===== src/rtl/gpio_port.sv =====
module gpio_port #(
  parameter int W = 8
) (
  input  logic         clk,
  input  logic         rst_n,
  input  logic         bus_sel,
  input  logic         bus_wr,
  input  logic [1:0]   bus_addr,
  input  logic [W-1:0] bus_wdata,
  output logic [W-1:0] bus_rdata,
  input  logic [W-1:0] pin_in,
  output logic [W-1:0] pin_out,
  output logic [W-1:0] pin_oe,
  input  logic [W-1:0] tmr_en,
  input  logic [W-1:0] tmr_out,
  input  logic [W-1:0] tmr_oe
);
  localparam logic [1:0] A_DATA = 2'd0;
  localparam logic [1:0] A_DIR  = 2'd1;
  localparam logic [1:0] A_IN   = 2'd2;

  logic [W-1:0] dat_q, dir_q, sy1_q, sy2_q, oe_q, rd_mux;
  logic         wr_dat, wr_dir;

  assign wr_dat = bus_sel && bus_wr && (bus_addr == A_DATA);
  assign wr_dir = bus_sel && bus_wr && (bus_addr == A_DIR);

  always_ff @(posedge clk or negedge rst_n) begin
    if (!rst_n) begin
      dat_q <= '0;
      dir_q <= '0;
      sy1_q <= '0;
      sy2_q <= '0;
      oe_q  <= '0;
    end else begin
      if (wr_dat) dat_q <= bus_wdata;
      if (wr_dir) dir_q <= bus_wdata;
      sy1_q <= pin_in;
      sy2_q <= sy1_q;
      oe_q  <= (tmr_en & tmr_oe) | (~tmr_en & dir_q);
    end
  end

  always_comb begin
    case (bus_addr)
      A_DATA:  rd_mux = (dir_q & dat_q) | (~dir_q & sy2_q);
      A_DIR:   rd_mux = dir_q;
      A_IN:    rd_mux = sy2_q;
      default: rd_mux = '0;
    endcase
  end

  assign bus_rdata = bus_sel ? rd_mux : '0;
  assign pin_out   = (tmr_en & tmr_out) | (~tmr_en & dat_q);
  assign pin_oe    = oe_q;

  logic [1:0] edges_q;
  always_ff @(posedge clk or negedge rst_n) begin
    if (!rst_n) edges_q <= '0;
    else if (edges_q != 2'd2) edges_q <= edges_q + 2'd1;
  end

  assert_dir_write_R2: assert property (@(posedge clk) disable iff (!rst_n)
    (bus_sel && bus_wr && bus_addr == A_DIR) |=> (dir_q == $past(bus_wdata)));

  assert_oe_lag_R3: assert property (@(posedge clk) disable iff (!rst_n)
    (tmr_en == '0) |=> (pin_oe == $past(dir_q)));

  assert_rdata_out_bits_R4: assert property (@(posedge clk) disable iff (!rst_n)
    (bus_sel && bus_addr == A_DATA) |-> ((bus_rdata & dir_q) == (dat_q & dir_q)));

  assert_in_latency_R5: assert property (@(posedge clk) disable iff (!rst_n)
    (bus_sel && bus_addr == A_IN && edges_q == 2'd2) |-> (bus_rdata == $past(pin_in, 2)));

  assert_in_write_ignored_R6: assert property (@(posedge clk) disable iff (!rst_n)
    (bus_sel && bus_wr && bus_addr == A_IN) |=> ($stable(dat_q) && $stable(dir_q)));

  assert_rsvd_zero_R7: assert property (@(posedge clk) disable iff (!rst_n)
    (bus_sel && bus_addr == 2'd3) |-> (bus_rdata == '0));

  assert_idle_zero_R9: assert property (@(posedge clk) disable iff (!rst_n)
    !bus_sel |-> (bus_rdata == '0));
endmodule


===== config.mk =====
export PLATFORM = sky130hd
export DESIGN_NAME = gpio_port
export DESIGN_NICKNAME = d
export VERILOG_FILES = /design/src/rtl/gpio_port.sv
export SDC_FILE = /design/constraint.sdc
export NUM_CORES = 1
export LEC_CHECK = 0
export BUFFER_PORTS_ARGS = -buffer_cell sky130_fd_sc_hd__buf_2
export CORE_MARGIN = 4
export CORE_UTILIZATION = 43
export DETAILED_ROUTE_END_ITERATION = 10
export MAX_ROUTING_LAYER = met4
export PLACE_DENSITY = 0.75
export SKIP_LAST_GASP = 1
export SLEW_MARGIN = 20
export SYNTH_ARGS = -nofsm -noshare
export SYNTH_HDL_FRONTEND = slang
export SYNTH_SLANG_ARGS = --single-unit

===== constraint.sdc =====
create_clock -name clk -period 0.91 [get_ports clk]
set_clock_uncertainty 0.2 [all_clocks]
set_input_delay 0.091 -clock clk [delete_from_list [all_inputs] [get_ports clk]]
set_output_delay 0.091 -clock clk [all_outputs]
set_load 0.05 [all_outputs]

# Word-level counts from Yosys, hierarchy flattened
# Index checks and enable logic that the tools add are counted.
# totals
register_bits,40
input_bits,46
out_inout_bits,24
word_cells,24
# classes
eq_ne,2
muxes,2
bitwise,11
reduce_logical,4
# op_table
cell,n
$and A8 B8 Y8,6
$or A8 B8 Y8,3
$pmux W8 S3,1
$not A8 Y8,2
$mux W8,1
$logic_and A1 B1 Y1,3
$eq A2 B1 Y1 const B,1
$eq A2 B2 Y1 const B,1
$logic_not A2 Y1,1

# Longest topological paths before layout
# logic_depth
ltp_word,5
depth_mapped,4

# Least setup slack after synthesis
# Ideal clock, no wire load.
# synth_path
kind,reg2out
startpoint,register dir_q[5]
endpoint,output bus_rdata[5]
arrival_ns,1.710
path_slack_ns,-1.091
stages_incl_launch_ff,3
n_path_buf,0
path_cell_list,dfrtp_1 -> nor4b_1 -> a211oi_1
# synth_via
elab_chain_len,5
elab_cells_between_ends,6
# synth_lines
item,line,text
"start, declared",22,"logic [W-1:0] dat_q, dir_q, sy1_q, sy2_q, oe_q, rd_mux;"
"start signal, assigned",37,if (wr_dir) dir_q <= bus_wdata;
$not A8 Y8,46,A_DATA: rd_mux = (dir_q & dat_q) | (~dir_q & sy2_q);
$and A8 B8 Y8,46,
$or A8 B8 Y8,46,
$pmux W8 S3 (*),45,case (bus_addr)
$mux W8 (*),53,assign bus_rdata = bus_sel ? rd_mux : '0;
"end, declared",10,"output logic [W-1:0] bus_rdata,"
# Every way passes the cells marked *; elsewhere a longest branch is shown, timed or not.

# Worst setup path in the final report
# Same ends and word-level chain as after synthesis.

==> flow_summary.yaml <==
place:
  place.gp.congestion: 0.824
  dpl_cell_area_mm2: 0.00259
  dp_hpwl_um: 3300
  port_buffers: 69
layout:
  fin_area_mm2: 0.00331
  nets: 286
  post-route-util_pct: 88.4
  drive_above_1_share_pct: 74.7
  diodes: 0
  syn2layout_area_growth_pct: 94.0
logic_synthesis:
  ys_seq_elements: 40
  syn-num-nets: 157
  yosysWarnings: 0
  synth.avg_cell_area_um2: 15.4
  synth_area_mm2: 0.00171
  postSynthCellCount: 111
  yosys.cell_types.count: 11
  seq_area_frac_synth_pct: 58.7
power_and_ir_drop:
  peakVddDrop_mv: 1.36
  p_leak_uw: 0.00160
  powerDensity_mw_per_mm2: 1880
global_routing:
  grt_pass1_vias: 1743
  antenna_found_initial: 0
  overflow: 0
  grt_usage_pct: 23.8
  grt_max_degree: 41
  grt_pass1_wl_um: 8730
flow_run:
  drv_cap: 0
timing:
  maxSlewHeadroom_pct: 79.6
  finalCritPeriodShare_pct: 177
  slew_violations: 0
  worstMarginPinSlew_ns: 0.304
  period_minus_slack_ns: 1.61
  rsz0062_at_grt: "yes"
  worst_slack_ns: -0.704
  hold_viol_final: 24
  max_freq_mhz: 620
  final-setup-viol-count: 48
  hold_slack_ns: -0.169
clocking:
  clk_latency_ns: 0.30
  cts_tree: "yes"
  cts_sinks: 40
  clk_pin_slew_worst_paths_ns: 0.08
  cts_buffers: 5
  htreeDepth: 2
  root_buffer: "clkbuf_8"
  clockBufferDepth: 2
  holdBufCountCts: 9
worst_setup_path:
  crit_required_ns: 0.62
  cp-end-kind: "output pin"
  critical_path_class: "flip-flop to output pin"
  worst-path-buf-inv: 1
  max_stage_delay_ns: 0.44
  crit_path_start_kind: "flip-flop"
  cp.arrival_ns: 1.32
  critical_path.max_fanout: 3
  cp_slowest_cell: "dfrtp_2"
  cp_top_family: "flip-flops"
  path_cells: "nor4b_4 -> a211oi_4 -> buf_6"
status:
  failed_checks: "hold timing, setup timing"
  status: "finished, violations left"
route:
  remaining_drc_errors: 0
  drt_iter0_markers: 43
  drtPass1Iterations: 4
  wl_um: 5840
  wl_per_cell_um: 20.2
  ant_nets: 0
  num_vias: 1437
  avgViaCountPerCell: 4.97
floorplan:
  chipHeight_um: 71
  chipWidth_um: 71
  dieArea_mm2: 0.00504
  core_mm2: 0.00374
  fp-row-count: 22
  io_pins: 70
  start_util_pct: 45.6
hold_path:
  hold_path_class: "primary input to flip-flop"
## flip-flops by register name, indices dropped and copies added (netlist names)
signal,cells
dat_q,8
sy2_q,8
sy1_q,8
dir_q,8
pin_oe,8
## layout by cell type, fill, tap and decap left out, types with 4 or more instances in the layout
| cell type | netlist | layout |
|---|---|---|
| nor4b_4 | 0 | 8 |
| a211oi_4 | 0 | 8 |
| buf_12 | 0 | 6 |
| buf_2 | 2 | 43 |
| dfrtp_1 | 40 | 39 |
| buf_4 | 0 | 15 |
| buf_8 | 0 | 7 |
| clkbuf_8 | 0 | 6 |
| dlygate4sd3_1 | 0 | 9 |
| buf_6 | 2 | 46 |
| mux2_2 | 24 | 5 |
| nand2b_1 | 16 | 12 |
| nand2b_4 | 0 | 4 |
| mux2_4 | 8 | 27 |
## worst paths after layout
path / depth (start not counted) / slack, ns / startpoint / end
min reg2reg: 0 / 0.15 / sy1_q[1] / sy2_q[1]
max: 3 / -0.70 / dir_q[5] / bus_rdata[5]
max in group asynchronous: 3 / 0.19 / rst_n / dir_q[5]
min: 2 / -0.17 / tmr_oe[1] / pin_oe[1]
min in group asynchronous: 3 / 0.09 / rst_n / dat_q[5]
max reg2reg: 4 / -0.43 / dat_q[6] / dat_q[6]
## through the flow
stage               TNS (ns)  setup slack (ns)  hold WS (ns)  std cells  power, uW
floorplan              -7.69            -0.394        -0.405        111       3360
global placement      -15.09            -0.489        -0.127        258       3980
detailed placement    -15.75            -0.543        -0.123        258       4050
CTS                   -17.31            -0.710        -0.182        280       5920
global route          -19.98            -0.747        -0.175        289       6480
finish                -18.63            -0.704        -0.169        289       6220
## final cells by class
class,instances,area [um^2]
repair buffers,126,1160
flip-flops and latches,40,1000
multi-input cells,66,991
fillers,167,433
clock buffers,6,82.6
well taps,48,60.1
clock inverters,2,10.0
inverters,1,3.75
## layer usage
| metal | share of wire, % | global-route usage [%] | vias up |
|---|---|---|---|
| met5 | 0 | - | - |
| met4 | 2.6 | 7.72 | 0 |
| met3 | 3.9 | 5.54 | 11 |
| met2 | 57 | 43.9 | 51 |
| met1 | 36 | 24.8 | 727 |
| li1 | - | - | 648 |
## power breakdown
part | switching (uW) | internal, uW | total, uW
registers | 250 | 2030 | 2280
logic | 1180 | 1530 | 2720
clock network | 622 | 605 | 1230
total | 2050 | 4160 | 6220
## logic make-up after synthesis
family	count (synthesis)	share of synthesized area, %
buffers and inverters	5	2.13
AO/OA/AOI/OAI	8	3.52
AND/OR/NAND/NOR	26	12.8
flip-flops	40	58.7
multiplexers	32	22.9
## worst reg2reg max path, cell delays in order, from the launching register on
cell     delay, ns
dfrtp_1       0.43
buf_6         0.14
buf_6         0.10
buf_6         0.10
mux2_4        0.25
## Yosys cell counts, drive strengths merged
library cell / number / area (um^2)
nand4b: 1 / 23.8
nand2b: 16 / 100
nor4b: 8 / 70.1
buf: 4 / 32.5
a211oi: 8 / 60.1
nor4bb: 1 / 25.0
dfrtp: 40 / 1000
inv: 1 / 3.75
mux2: 32 / 390
## repair_timing
item,in CTS,in global routing
endpoints found under the hold margin,72,24
endpoints found under the setup margin,48,48
buffers inserted,9,11
pin swaps,13,3
gates resized for setup,96,17
(Power assumes the default switching activity.)
